**src/rtl/phy_stat_pkg.sv**
```systemverilog
package phy_stat_pkg;
  localparam int REG_W        = 16;
  // bit positions a management reader decodes
  localparam int BSR_RF_POS   = 4;
  localparam int BSR_ANEG_POS = 3;
  localparam int BSR_LINK_POS = 2;
  localparam int LPA_RF_POS   = 13;
  localparam int QP_RF_POS    = 1;
  localparam int QP_LINK_POS  = 0;

  typedef struct packed {
    logic rf_latched;
    logic link_latched;
    logic rf_copy;
  } stat_bits_t;

  function automatic logic [REG_W-1:0] bsr_word(input logic rf, input logic aneg,
                                                input logic lnk);
    logic [REG_W-1:0] w;
    w = '0;
    w[BSR_RF_POS]   = rf;
    w[BSR_ANEG_POS] = aneg;
    w[BSR_LINK_POS] = lnk;
    return w;
  endfunction

  function automatic logic [REG_W-1:0] lpa_word(input logic rf);
    logic [REG_W-1:0] w;
    w = '0;
    w[LPA_RF_POS] = rf;
    return w;
  endfunction

  function automatic logic [REG_W-1:0] qp_word(input logic rf, input logic lnk);
    logic [REG_W-1:0] w;
    w = '0;
    w[QP_RF_POS]   = rf;
    w[QP_LINK_POS] = lnk;
    return w;
  endfunction
endpackage

```
**src/rtl/lh_bit.sv**
```systemverilog
module lh_bit (
  input  logic clk,
  input  logic rst,
  input  logic set_i,
  input  logic clr_i,
  output logic q_o
);
  always_ff @(posedge clk) begin
    if (rst)        q_o <= 1'b0;
    else if (set_i) q_o <= 1'b1;
    else if (clr_i) q_o <= 1'b0;
  end

  AST_LH_SET:   assert property (@(posedge clk) disable iff (rst) set_i |=> q_o);
  AST_LH_HOLD:  assert property (@(posedge clk) disable iff (rst) (q_o && !clr_i) |=> q_o);
  AST_LH_CLEAR: assert property (@(posedge clk) disable iff (rst) (clr_i && !set_i) |=> !q_o);
endmodule

```
**src/rtl/ll_bit.sv**
```systemverilog
module ll_bit (
  input  logic clk,
  input  logic rst,
  input  logic lvl_i,
  input  logic clr_i,
  output logic q_o
);
  always_ff @(posedge clk) begin
    if (rst)         q_o <= 1'b0;
    else if (!lvl_i) q_o <= 1'b0;
    else if (clr_i)  q_o <= 1'b1;
  end

  AST_LL_DROP:   assert property (@(posedge clk) disable iff (rst) !lvl_i |=> !q_o);
  AST_LL_STICK:  assert property (@(posedge clk) disable iff (rst) (!q_o && !clr_i) |=> !q_o);
  AST_LL_RELOAD: assert property (@(posedge clk) disable iff (rst) clr_i |=> (q_o == $past(lvl_i)));
endmodule

```
**src/rtl/reg_decode.sv**
```systemverilog
module reg_decode #(
  parameter int ADDR_W   = 5,
  parameter int BSR_ADDR = 1,
  parameter int LPA_ADDR = 5,
  parameter int QP_ADDR  = 17
) (
  input  logic [ADDR_W-1:0] addr_i,
  input  logic              stb_i,
  output logic              hit_bsr_o,
  output logic              hit_lpa_o,
  output logic              hit_qp_o,
  output logic              clr_o
);
  localparam logic [ADDR_W-1:0] A_BSR = ADDR_W'(BSR_ADDR);
  localparam logic [ADDR_W-1:0] A_LPA = ADDR_W'(LPA_ADDR);
  localparam logic [ADDR_W-1:0] A_QP  = ADDR_W'(QP_ADDR);

  always_comb begin
    hit_bsr_o = (addr_i == A_BSR);
    hit_lpa_o = (addr_i == A_LPA);
    hit_qp_o  = (addr_i == A_QP);
    clr_o     = stb_i && (hit_bsr_o || hit_qp_o);
  end
endmodule

```
**src/rtl/rd_mux.sv**
```systemverilog
module rd_mux
  import phy_stat_pkg::*;
#(
  parameter bit ANEG_ABLE = 1'b1
) (
  input  logic             hit_bsr_i,
  input  logic             hit_lpa_i,
  input  logic             hit_qp_i,
  input  stat_bits_t       bits_i,
  output logic [REG_W-1:0] data_o
);
  always_comb begin
    data_o = '0;
    if (hit_bsr_i)      data_o = bsr_word(bits_i.rf_latched, ANEG_ABLE, bits_i.link_latched);
    else if (hit_lpa_i) data_o = lpa_word(bits_i.rf_copy);
    else if (hit_qp_i)  data_o = qp_word(bits_i.rf_latched, bits_i.link_latched);
  end
endmodule

```
**src/rtl/phy_latch_status.sv**
```systemverilog
module phy_latch_status
  import phy_stat_pkg::*;
#(
  parameter int ADDR_W    = 5,
  parameter int BSR_ADDR  = 1,
  parameter int LPA_ADDR  = 5,
  parameter int QP_ADDR   = 17,
  parameter bit ANEG_ABLE = 1'b1
) (
  input  logic              clk,
  input  logic              rst,
  input  logic [ADDR_W-1:0] rd_addr,
  input  logic              rd_stb,
  input  logic              lcw_stb,
  input  logic              lcw_rfault,
  input  logic              link_ok,
  output logic [15:0]       rd_data
);
  // named internal events
  logic       hit_bsr, hit_lpa, hit_qp;
  logic       rd_clr_evt;
  logic       rf_set_evt;
  stat_bits_t bits;

  assign rf_set_evt = lcw_stb && lcw_rfault;

  reg_decode #(
    .ADDR_W(ADDR_W), .BSR_ADDR(BSR_ADDR), .LPA_ADDR(LPA_ADDR), .QP_ADDR(QP_ADDR)
  ) u_dec (
    .addr_i(rd_addr), .stb_i(rd_stb),
    .hit_bsr_o(hit_bsr), .hit_lpa_o(hit_lpa), .hit_qp_o(hit_qp), .clr_o(rd_clr_evt)
  );

  lh_bit u_rf_lh (
    .clk(clk), .rst(rst), .set_i(rf_set_evt), .clr_i(rd_clr_evt), .q_o(bits.rf_latched)
  );

  ll_bit u_link_ll (
    .clk(clk), .rst(rst), .lvl_i(link_ok), .clr_i(rd_clr_evt), .q_o(bits.link_latched)
  );

  // non-latching copy of the last received remote-fault flag
  always_ff @(posedge clk) begin
    if (rst)          bits.rf_copy <= 1'b0;
    else if (lcw_stb) bits.rf_copy <= lcw_rfault;
  end

  rd_mux #(.ANEG_ABLE(ANEG_ABLE)) u_mux (
    .hit_bsr_i(hit_bsr), .hit_lpa_i(hit_lpa), .hit_qp_i(hit_qp),
    .bits_i(bits), .data_o(rd_data)
  );

  AST_COPY_TRACK: assert property (@(posedge clk) disable iff (rst)
    lcw_stb |=> (rd_data[LPA_RF_POS] == $past(lcw_rfault)) || !hit_lpa);
  AST_LPA_NOCLR:  assert property (@(posedge clk) disable iff (rst)
    (rd_stb && hit_lpa && bits.rf_latched) |=> bits.rf_latched);
  AST_ANEG_BIT:   assert property (@(posedge clk) disable iff (rst)
    hit_bsr |-> (rd_data[BSR_ANEG_POS] == ANEG_ABLE));
  AST_RACE_RF:    assert property (@(posedge clk) disable iff (rst)
    (rf_set_evt && rd_clr_evt) |=> bits.rf_latched);
  AST_UNMAPPED:   assert property (@(posedge clk) disable iff (rst)
    !(hit_bsr || hit_lpa || hit_qp) |-> (rd_data == 16'h0000));
  AST_ALIAS_SAME: assert property (@(posedge clk) disable iff (rst)
    hit_qp |-> (rd_data[QP_RF_POS] == bits.rf_latched));
  AST_RST_STATE:  assert property (@(posedge clk)
    rst |=> (!bits.rf_latched && !bits.link_latched && !bits.rf_copy));
endmodule

```
**config.mk**
```make
export PLATFORM = sky130hd
export DESIGN_NAME = phy_latch_status
export DESIGN_NICKNAME = d
export VERILOG_FILES = /design/src/rtl/phy_stat_pkg.sv /design/src/rtl/lh_bit.sv /design/src/rtl/ll_bit.sv /design/src/rtl/reg_decode.sv /design/src/rtl/rd_mux.sv /design/src/rtl/phy_latch_status.sv
export SDC_FILE = /design/constraint.sdc
export NUM_CORES = 1
export LEC_CHECK = 0
export BUFFER_PORTS_ARGS = -buffer_cell sky130_fd_sc_hd__buf_2
export CORE_AREA = 2 2 39 41
export CTS_CLUSTER_SIZE = 8
export DETAILED_ROUTE_END_ITERATION = 8
export DIE_AREA = 0 0 41 43
export HOLD_SLACK_MARGIN = 0.03
export PLACE_DENSITY = 0.47
export SLEW_MARGIN = 20
export SYNTH_ARGS = -nofsm -noshare
export SYNTH_HDL_FRONTEND = slang
export SYNTH_SLANG_ARGS = --single-unit
```
**constraint.sdc**
```tcl
create_clock -name clk -period 1.84 [get_ports clk]
set_input_delay 0.184 -clock clk [delete_from_list [all_inputs] [get_ports clk]]
set_output_delay 0.184 -clock clk [all_outputs]
set_load 0.03 [all_outputs]
```
==> key figures, run 1 <==
Logic synthesis
  • Seq/Total Area, Yosys: 0.227
  • Ys async rst share: 0
  • Synth Warn #: 0
  • Top post-synthesis cells by area: buf_4 (31%), dfxtp_1 (23%), and3_1 (7.1%)
  • Area leader, netlist: buf_4
  • Ys flop type: dfxtp_1
  • Distinct cell type count after synthesis: 14
  • FF+latch count, synth: 3
  • Number of flops mapped to enable cells by yosys: 0
  • Gate Count Post-Synth: 32
  • Syn Area/Cell: 8.25 um2
  • Cell area after synthesis: about 260 um2
  • Top-area cell type share of the netlist area: 0.313

Pwr
  • Psw: 77.0 uW
  • Pwr/cell area: 705 nW/um2
  • Internal power: 164 uW
  • Sw Ratio: 0.320
  • Combinational share of power: 0.225
  • Clock power frac: 0.484
  • Leakage dissipation: 0.183 nW
  • Worst vdd ir: about 0.24 mV
  • Flop pwr share: 0.290

Drt
  • Initial DRT Pass Iterations: 4
  • Post-DRT Antenna Nets: 0
  • Wire length per cell: 8.85 um
  • Drt via density: 4.03
  • Residual DRC count: 0
  • Via count: about 270
  • Routed wire length: 584 um
  • Initial DRC count: 6

Layout
  • Core Util, Final: 0.247
  • # diodes: 0
  • Commonest non-fill, non-tap cell in the layout: buf_2
  • FF+latch area: 60.1 um2
  • Multi-input gate area: 155 um2
  • Commonest cells after routing, fill and taps aside: buf_2 (16), conb_1 (10), and3_1 (3), dfxtp_1 (3), clkbuf_4 (3)
  • Area Growth Syn to Fin: 29.4%
  • Layout filler cell count: 173
  • Share of cells above drive strength 1: 0.400
  • Nets: between 60 and 70

Floorplan
  • Core region area: roughly 1400 um2
  • Die height: roughly 43 um
  • Initial Utilization: 0.191
  • I/O pin count: 27
  • Chip Width: 41 um
  • Die area: 1760 um2
  • Std-Cell Rows: 14

Clock network
  • Hold_buf cts: 0
  • H-tree depth: 1
  • Clock tree from TritonCTS: built
  • Clock-pin slew on the worst setup and hold paths: ~0.040 ns
  • Skew-Pair Late Insertion Delay: 0.23 ns
  • Cts repair resizes: 0
  • Clock buffer depth: 2
  • CTS root buf: clkbuf_4
  • CTS buffer count: 3
  • CTS Sinks: 3
  • Post-CTS Setup Bufs: 0

Timing
  • Fin Setup TNS: 0 ns
  • Fmax: 0.687 GHz
  • Min Tclk post-route: 1.45 ns
  • Slew margin rel.: 0.636
  • Setup ws final: 0.385 ns
  • Final Max Tran Viols: 0
  • Unrepaired setup endpoints after global routing: false
  • Final setup viols: 0
  • Clock skew: 0 ns
  • Tcrit/Tclk final: 0.791
  • Final hold viol count: 0
  • Slew @ Worst Pin: 0.538 ns

Setup path
  • Critical Path Fanout Max: 4
  • Critical Path AT: 1.27 ns
  • RR Startpoint: u_rf_lh.q_o$_SDFFE_PP0P_
  • Crit path capture type: primary output
  • Startpoint Class: primary input
  • Setup crit start: rd_addr[3]
  • Req. time, crit path: 1.66 ns
  • Setup CP Type: in -> out

Place
  • Port Buffer Count: 16
  • Placer Congestion: around 0.7
  • Dpl ws: 0.380 ns
  • Detailed placer's ending HPWL: roughly 480 um

Worst hold path
  • Hold Startpoint: rst
  • Worst hold path class: in -> reg

GRT
  • Vias in the first global route: ~210
  • Largest net degree at the start of global routing: 7
  • Grt total ovfl: 0
  • First-pass GRT wire length: 862 um
  • GRT Util Overall: 0.0762
  • Antenna violations before repair: 0

Run status
  • Status: finished, final reports clean

Run
  • Max-cap violations: 0
-- routing by layer --
layer | up-vias | global-route usage | wire (um)
li1 | 129 | - | -
met1 | 118 | 0.106 | 261
met2 | 19 | 0.0875 | 242
met3 | 0 | 0.0471 | 80
met4 | 0 | 0.0400 | 0
met5 | - | 0 | 0
-- final timing paths --
check	endpoint	slack [ns]	cells past startpoint
min	bits[0]$_SDFFE_PP0P_	0.15	2
min reg2reg	bits[0]$_SDFFE_PP0P_	0.47	2
max reg2reg	u_rf_lh.q_o$_SDFFE_PP0P_	1.15	2
max	rd_data[4]	0.39	4
-- power groups by stage --
stage               registers [mW]  clock network [mW]  logic, mW
floorplan                   0.0704                   0     0.0535
global placement            0.0713                   0     0.0537
detailed placement          0.0711                   0     0.0536
CTS                         0.0701               0.122     0.0540
global route                0.0707               0.129     0.0594
finish                      0.0699               0.117     0.0543
-- flip-flops by register name, summed over array words and instances, names as in the netlist --
signal,flops
u_link_ll.q_o,1
u_rf_lh.q_o,1
bits,1
-- cells in the mapped netlist (2+ instances only) --
master	number
and3_1	3
nand3b_1	2
nor3b_1	2
nor4b_1	2
dfxtp_1	3
a21oi_1	2
buf_4	11
-- final cells by class --
type | count | share of cell area
repair buffers | 16 | 0.234
flip-flops and latches | 3 | 0.176
clock buffers | 4 | 0.0769
well taps | 16 | 0.0586
multi-input cells | 27 | 0.454
-- kinds of logic (layout without fill, tap and decap cells) --
kind of cell / Yosys count / after routing / synth area share
flops: 3 / 3 / 0.227
buf+inv: 11 / 20 / 0.313
other cells: 1 / 10 / 0.0142
compound gates: 4 / 4 / 0.0900
simple gates: 13 / 13 / 0.355
-- through the flow --
stage               instances  instance area (um2)  hold slack [ns]  power, mW
floorplan                  41                  298            0.253      0.124
global placement           62                  315            0.386      0.125
detailed placement         62                  315            0.382      0.125
CTS                        66                  342            0.135      0.246
global route               66                  342            0.137      0.259
finish                     66                  342            0.146      0.241
-- worst max-delay path, stage by stage --
cell,delay [ns]
buf_2,0.11
or4b_4,0.55
nor3b_1,0.20
buf_2,0.23
(Power assumes the default switching activity.)
==> run 2: changes to the inputs <==
==> constraint.sdc (replaced) <==
create_clock -name clk -period 1.5 [get_ports clk]
set_input_delay 0.15 -clock clk [delete_from_list [all_inputs] [get_ports clk]]
set_output_delay 0.15 -clock clk [all_outputs]
set_load 0.03 [all_outputs]
==> key figures, run 2 (synthesized netlist as in run 1, its figures left out) <==
Timing
  • Fmax: 0.721 GHz
  • Clock skew: 0 ns (unchanged)
  • Fin Setup TNS: 0 ns (unchanged)
  • Final Max Tran Viols: 0 (unchanged)
  • Tcrit/Tclk final: 0.925
  • Setup ws final: 0.113 ns (-0.272 ns)
  • Final setup viols: 0 (unchanged)
  • Unrepaired setup endpoints after global routing: false
  • Hold_ws: 0.108 ns (-0.0387 ns)
  • Final hold viol count: 0 (unchanged)
  • Min Tclk post-route: 1.39 ns

Drt
  • Routed wire length: 556 um (-4.8%)
  • Initial DRC count: 3 (-3)
  • Drt via density: 3.88 (-3.7%)
  • Via count: 260 (-2.3%)
  • Residual DRC count: 0 (unchanged)
  • Wire length per cell: 8.30 um (-6.2%)
  • Initial DRT Pass Iterations: 2 (-2)
  • Post-DRT Antenna Nets: 0 (unchanged)

Clock network
  • CTS root buf: clkbuf_4
  • Skew-Pair Late Insertion Delay: 0.23 ns (about the same)
  • Clock buffer depth: 2 (unchanged)
  • CTS Sinks: 3 (unchanged)
  • Post-CTS Setup Bufs: 0 (unchanged)
  • Clock tree from TritonCTS: built
  • Hold_buf cts: 0 (unchanged)
  • Clock-pin slew on the worst setup and hold paths: 0.04 ns (about the same)
  • H-tree depth: 1 (unchanged)
  • Cts repair resizes: 0 (unchanged)
  • CTS buffer count: 3 (unchanged)

Floorplan
  • Chip Width: 41 um (unchanged)
  • Core region area: 1380 um2 (unchanged)
  • Die area: 1760 um2 (unchanged)
  • Initial Utilization: 0.191 (unchanged)
  • Die height: 43 um (unchanged)
  • Std-Cell Rows: 14 (unchanged)
  • I/O pin count: 27 (unchanged)

Layout
  • # diodes: 0 (unchanged)
  • Commonest cells after routing, fill and taps aside: buf_2 (16), conb_1 (10), and3_1 (3), dfxtp_1 (3), clkbuf_4 (3)
  • Share of cells above drive strength 1: 0.412 (+0.0118)
  • Commonest non-fill, non-tap cell in the layout: buf_2
  • Largest registers: bits (1), u_link_ll.q_o (1), u_rf_lh.q_o (1)
  • Post-route cell area: 349 um2 (+2.2%)
  • Nets: 63 (+1.6%)
  • Area Growth Syn to Fin: 32.2%

Setup path
  • Critical Path Fanout Max: 4 (unchanged)
  • Number of buffers and inverters on the critical path: 2 (unchanged)
  • Crit path max-delay family: simple AND/OR/NAND/NOR gates
  • CP max stage delay: 0.55 ns (about the same)
  • Worst path most repeated cell: buf_2
  • Crit path capture type: primary output
  • Startpoint Class: primary input
  • Crit path cell chain: buf_2 -> or4b_4 -> nor3b_1 -> buf_2
  • Slowest CP cell: or4b_4
  • Req. time, crit path: 1.35 ns (-0.31 ns)
  • Critical Path AT: 1.24 ns (-0.03 ns)
  • Setup CP Type: in -> out

Worst hold path
  • Worst hold path class: in -> reg

Pwr
  • Clock power frac: 0.477 (-0.007)
  • Worst vdd ir: 0.326 mV (+36%)
  • Pwr/cell area: 839 nW/um2 (+19%)
  • Sw Ratio: 0.312 (-0.00785)
  • Internal power: 202 uW (+23%)
  • Psw: 91.3 uW (+19%)
  • Combinational share of power: 0.229 (+0.004)
  • Leakage dissipation: 0.188 nW (+2.9%)
  • Flop pwr share: 0.293 (+0.003)

GRT
  • Grt total ovfl: 0 (unchanged)
  • Largest net degree at the start of global routing: 7 (unchanged)
  • GRT Util Overall: 0.0652 (-0.0110)
  • First-pass GRT wire length: 696 um (-19%)
  • Antenna violations before repair: 0 (unchanged)
  • Vias in the first global route: 177 (-17%)

Place
  • Detailed placer's ending HPWL: 486 um (+0.81%)
  • Dpl ws: 0.120 ns (-0.260 ns)
  • Port Buffer Count: 16 (unchanged)
  • Placer Congestion: 0.641 (-6.4%)
  • Post-placement cell area: 323 um2 (+2.4%)

Run
  • Max-cap violations: 0 (unchanged)

Run status
  • Status: finished, final reports clean
-- run 2: cell types whose count changed in the layout (fill, tap and decap cells not counted), sizes merged --
cell / delta
buf: +1
-- run 2: layout make-up --
class	count	area (um2)
clock buffer	4	26.3
timing repair buffer	17	87.6
multi-input combinational	27	155
sequential	3	60.1
fill	175	1030
tap	16	20.0
-- run 2: metal layers --
metal / wire length [um] / GRT usage
met3: 109 / 0.0471
met4: 0 / 0.0600
met2: 210 / 0.0781
met5: 0 / 0
met1: 236 / 0.0705
-- run 2: path summary, 6_finish.rpt --
kind | from | end | slack [ns] | cells past startpoint
max reg2reg | u_rf_lh.q_o$_SDFFE_PP0P_ | u_rf_lh.q_o$_SDFFE_PP0P_ | 0.80 | 2
min reg2reg | bits[0]$_SDFFE_PP0P_ | bits[0]$_SDFFE_PP0P_ | 0.46 | 2
min | rst | bits[0]$_SDFFE_PP0P_ | 0.11 | 2
max | rd_addr[3] | rd_data[4] | 0.11 | 4
-- run 2: power by group through the flow --
| stage | combinational [mW] | sequential [mW] | clock (mW) |
|---|---|---|---|
| after floorplan | 0.0656 | 0.0863 | 0 |
| after CTS | 0.0672 | 0.0861 | 0.146 |
| after global placement | 0.0669 | 0.0872 | 0 |
| final | 0.0672 | 0.0859 | 0.140 |
| after detailed placement | 0.0670 | 0.0872 | 0 |
| after global routing | 0.0731 | 0.0867 | 0.149 |
-- run 2: per-stage QoR --
stage | std cells | utilization | power, mW
after global placement | 63 | 0.233 | 0.154
after detailed placement | 63 | 0.233 | 0.154
after floorplan | 41 | - | 0.152
after global routing | 67 | 0.252 | 0.309
after CTS | 67 | 0.252 | 0.299
final | 67 | 0.252 | 0.293
==> run 3: changes to the inputs <==
--- a/config.mk
+++ b/config.mk
@@ -12,6 +12,8 @@
 export DIE_AREA = 0 0 41 43
 export HOLD_SLACK_MARGIN = 0.03
 export PLACE_DENSITY = 0.47
+export RECOVER_POWER = 100
+export SETUP_SLACK_MARGIN = 0.5
 export SLEW_MARGIN = 20
 export SYNTH_ARGS = -nofsm -noshare
 export SYNTH_HDL_FRONTEND = slang
==> key figures, run 3 (synthesized netlist as in run 1, its figures left out) <==
Timing
  • Final setup viols: 0 (unchanged)
  • Setup ws final: 0.120 ns (+0.00687 ns)
  • Tcrit/Tclk final: 0.920 (-0.00458)
  • Min Tclk post-route: 1.38 ns (-0.00687 ns)
  • Clock skew: 0 ns (unchanged)
  • Final hold viol count: 0 (unchanged)
  • Fmax: 0.725 GHz (+0.50%)
  • Final Max Tran Viols: 0 (unchanged)
  • Fin Setup TNS: 0 ns (unchanged)
  • Unrepaired setup endpoints after global routing: true

Clock network
  • Clock tree from TritonCTS: built
  • Hold_buf cts: 0 (unchanged)
  • Skew-Pair Late Insertion Delay: 0.23 ns (about the same)
  • CTS Sinks: 3 (unchanged)
  • Clock-pin slew on the worst setup and hold paths: 0.04 ns (about the same)
  • H-tree depth: 1 (unchanged)
  • Clock buffer depth: 2 (unchanged)
  • CTS buffer count: 3 (unchanged)
  • CTS root buf: clkbuf_4

GRT
  • Met2 GRT Util: 0.122 (+0.0438)
  • Grt total ovfl: 0 (unchanged)
  • First-pass GRT wire length: 841 um (+21%)
  • Met1 GRT Util: 0.0641 (-0.00641)
  • Vias in the first global route: 237 (+34%)
  • GRT Util Overall: 0.0742 (+0.00903)
  • Largest net degree at the start of global routing: 7 (unchanged)
  • Antenna violations before repair: 0 (unchanged)
  • Met3 GRT Util: 0.0314 (-0.0157)
  • Layer with the highest usage: met2

Run
  • Max-cap violations: 0 (unchanged)

Floorplan
  • Die area: 1760 um2 (unchanged)
  • Std-Cell Rows: 14 (unchanged)
  • Core region area: 1380 um2 (unchanged)
  • I/O pin count: 27 (unchanged)
  • Chip Width: 41 um (unchanged)
  • Die height: 43 um (unchanged)
  • Initial Utilization: 0.191 (unchanged)

Drt
  • Drt via density: 3.87 (-0.28%)
  • Initial DRT Pass Iterations: 2 (unchanged)
  • Routed wire length: 662 um (+19%)
  • Initial DRC count: 3 (unchanged)
  • Wire length per cell: 9.59 um (+16%)
  • Residual DRC count: 0 (unchanged)
  • Post-DRT Antenna Nets: 0 (unchanged)
  • Via count: 267 (+2.7%)

Pwr
  • Pwr/cell area: 700 nW/um2 (-17%)
  • Internal power: 212 uW (+5.0%)
  • Leakage dissipation: 0.220 nW (+17%)
  • Flop pwr share: 0.279 (-0.014)
  • Clock power frac: 0.447 (-0.030)
  • Sw Ratio: 0.310 (-0.00154)
  • Psw: 95.2 uW (+4.2%)
  • Worst vdd ir: 0.212 mV (-35%)
  • Combinational share of power: 0.273 (+0.044)

Setup path
  • Crit path capture type: primary output
  • Slowest CP cell: or4b_4
  • Number of buffers and inverters on the critical path: 2 (unchanged)
  • Setup crit start: rd_addr[2]
  • Worst reg-to-reg setup slack: 0.78 ns (-0.02 ns)
  • Crit path max-delay family: simple AND/OR/NAND/NOR gates
  • CP max stage delay: 0.58 ns (+0.03 ns)
  • Critical Path Fanout Max: 4 (unchanged)
  • Stages on the worst setup path: 4 (unchanged)
  • Startpoint Class: primary input
  • Req. time, crit path: 1.35 ns (about the same)
  • Critical R2R Capture: u_rf_lh.q_o$_SDFFE_PP0P_
  • Setup CP Type: in -> out
  • Crit path cell chain: buf_6 -> or4b_4 -> nor3b_4 -> clkbuf_2
  • Critical Path End: rd_data[2]
  • Reg2Reg Depth: 2 (unchanged)
  • Critical Path AT: 1.23 ns (about the same)
  • RR Startpoint: u_rf_lh.q_o$_SDFFE_PP0P_

Place
  • Port Buffer Count: 16 (unchanged)
  • Placer Congestion: 0.539 (-16%)
  • Dpl ws: 0.113 ns (-0.00735 ns)
  • Detailed placer's ending HPWL: 489 um (+0.66%)

Layout
  • # diodes: 0 (unchanged)
  • Largest registers: bits (1), u_link_ll.q_o (1), u_rf_lh.q_o (1)
  • Nets: 65 (+3.2%)
  • Commonest cells after routing, fill and taps aside: conb_1 (10), buf_2 (7), buf_6 (5)
  • Commonest non-fill, non-tap cell in the layout: conb_1
  • Layout filler cell count: 161 (-8.0%)
  • Area Growth Syn to Fin: 65.9%
  • Share of cells above drive strength 1: 0.509 (+0.0977)

Worst hold path
  • Worst hold path class: in -> reg
  • Min-Delay Path Depth: 2 (unchanged)

Run status
  • Status: finished, final reports clean
==> run 3: changes by cell type in the layout (fill, tap and decap cells not counted), sizes merged <==
cell / delta
buf: -2
clkbuf: +4
==> run 3: cell type report <==
class / instances / area, um2 / area share
clock buffers: 4 / 26.3 / 0.0600
well taps: 16 / 20.0 / 0.0457
multi-input cells: 27 / 199 / 0.454
flip-flops and latches: 3 / 60.1 / 0.137
repair buffers: 19 / 133 / 0.303
==> run 3: what timing repair did <==
action,in CTS,in global routing
endpoints found under the setup margin,6,6
pin swaps,3,4
buffers inserted,2,0
cloned,0,0
gates resized for setup,17,2
==> run 3: how the worst min path moves through the flow <==
stage	start	to	slack, ns
floorplan	rst	bits[0]$_SDFFE_PP0P_	0.22
global route	rst	u_rf_lh.q_o$_SDFFE_PP0P_	0.13
global placement	rst	bits[0]$_SDFFE_PP0P_	0.36
finish	rst	bits[0]$_SDFFE_PP0P_	0.12
CTS	rst	bits[0]$_SDFFE_PP0P_	0.11
detailed placement	rst	bits[0]$_SDFFE_PP0P_	0.36
==> run 3: power by group through the flow <==
| stage | combinational [mW] | sequential [mW] | clock (mW) |
|---|---|---|---|
| floorplan | 0.0675 | 0.0865 | 0 |
| global placement | 0.0704 | 0.0870 | 0 |
| detailed placement | 0.0706 | 0.0869 | 0 |
| CTS | 0.0812 | 0.0858 | 0.143 |
| global route | 0.0897 | 0.0863 | 0.150 |
| finish | 0.0838 | 0.0857 | 0.137 |
==> run 3: layer usage <==
| layer | vias to the layer above | wire (um) |
|---|---|---|
| li1 | 135 | - |
| met1 | 117 | 236 |
| met2 | 15 | 338 |
| met3 | 0 | 87 |
| met4 | 0 | 0 |
| met5 | - | 0 |
==> run 3: through the flow <==
step	total power, mW	instance area (um2)	utilization	hold slack, ns	std cells
4_1_cts	0.310	454	0.328	0.113	69
2_1_floorplan	0.154	323	-	0.219	41
6_report	0.307	438	0.316	0.118	69
5_1_grt	0.326	438	0.316	0.128	69
3_5_place_dp	0.158	348	0.251	0.359	63
3_3_place_gp	0.157	348	0.251	0.356	63
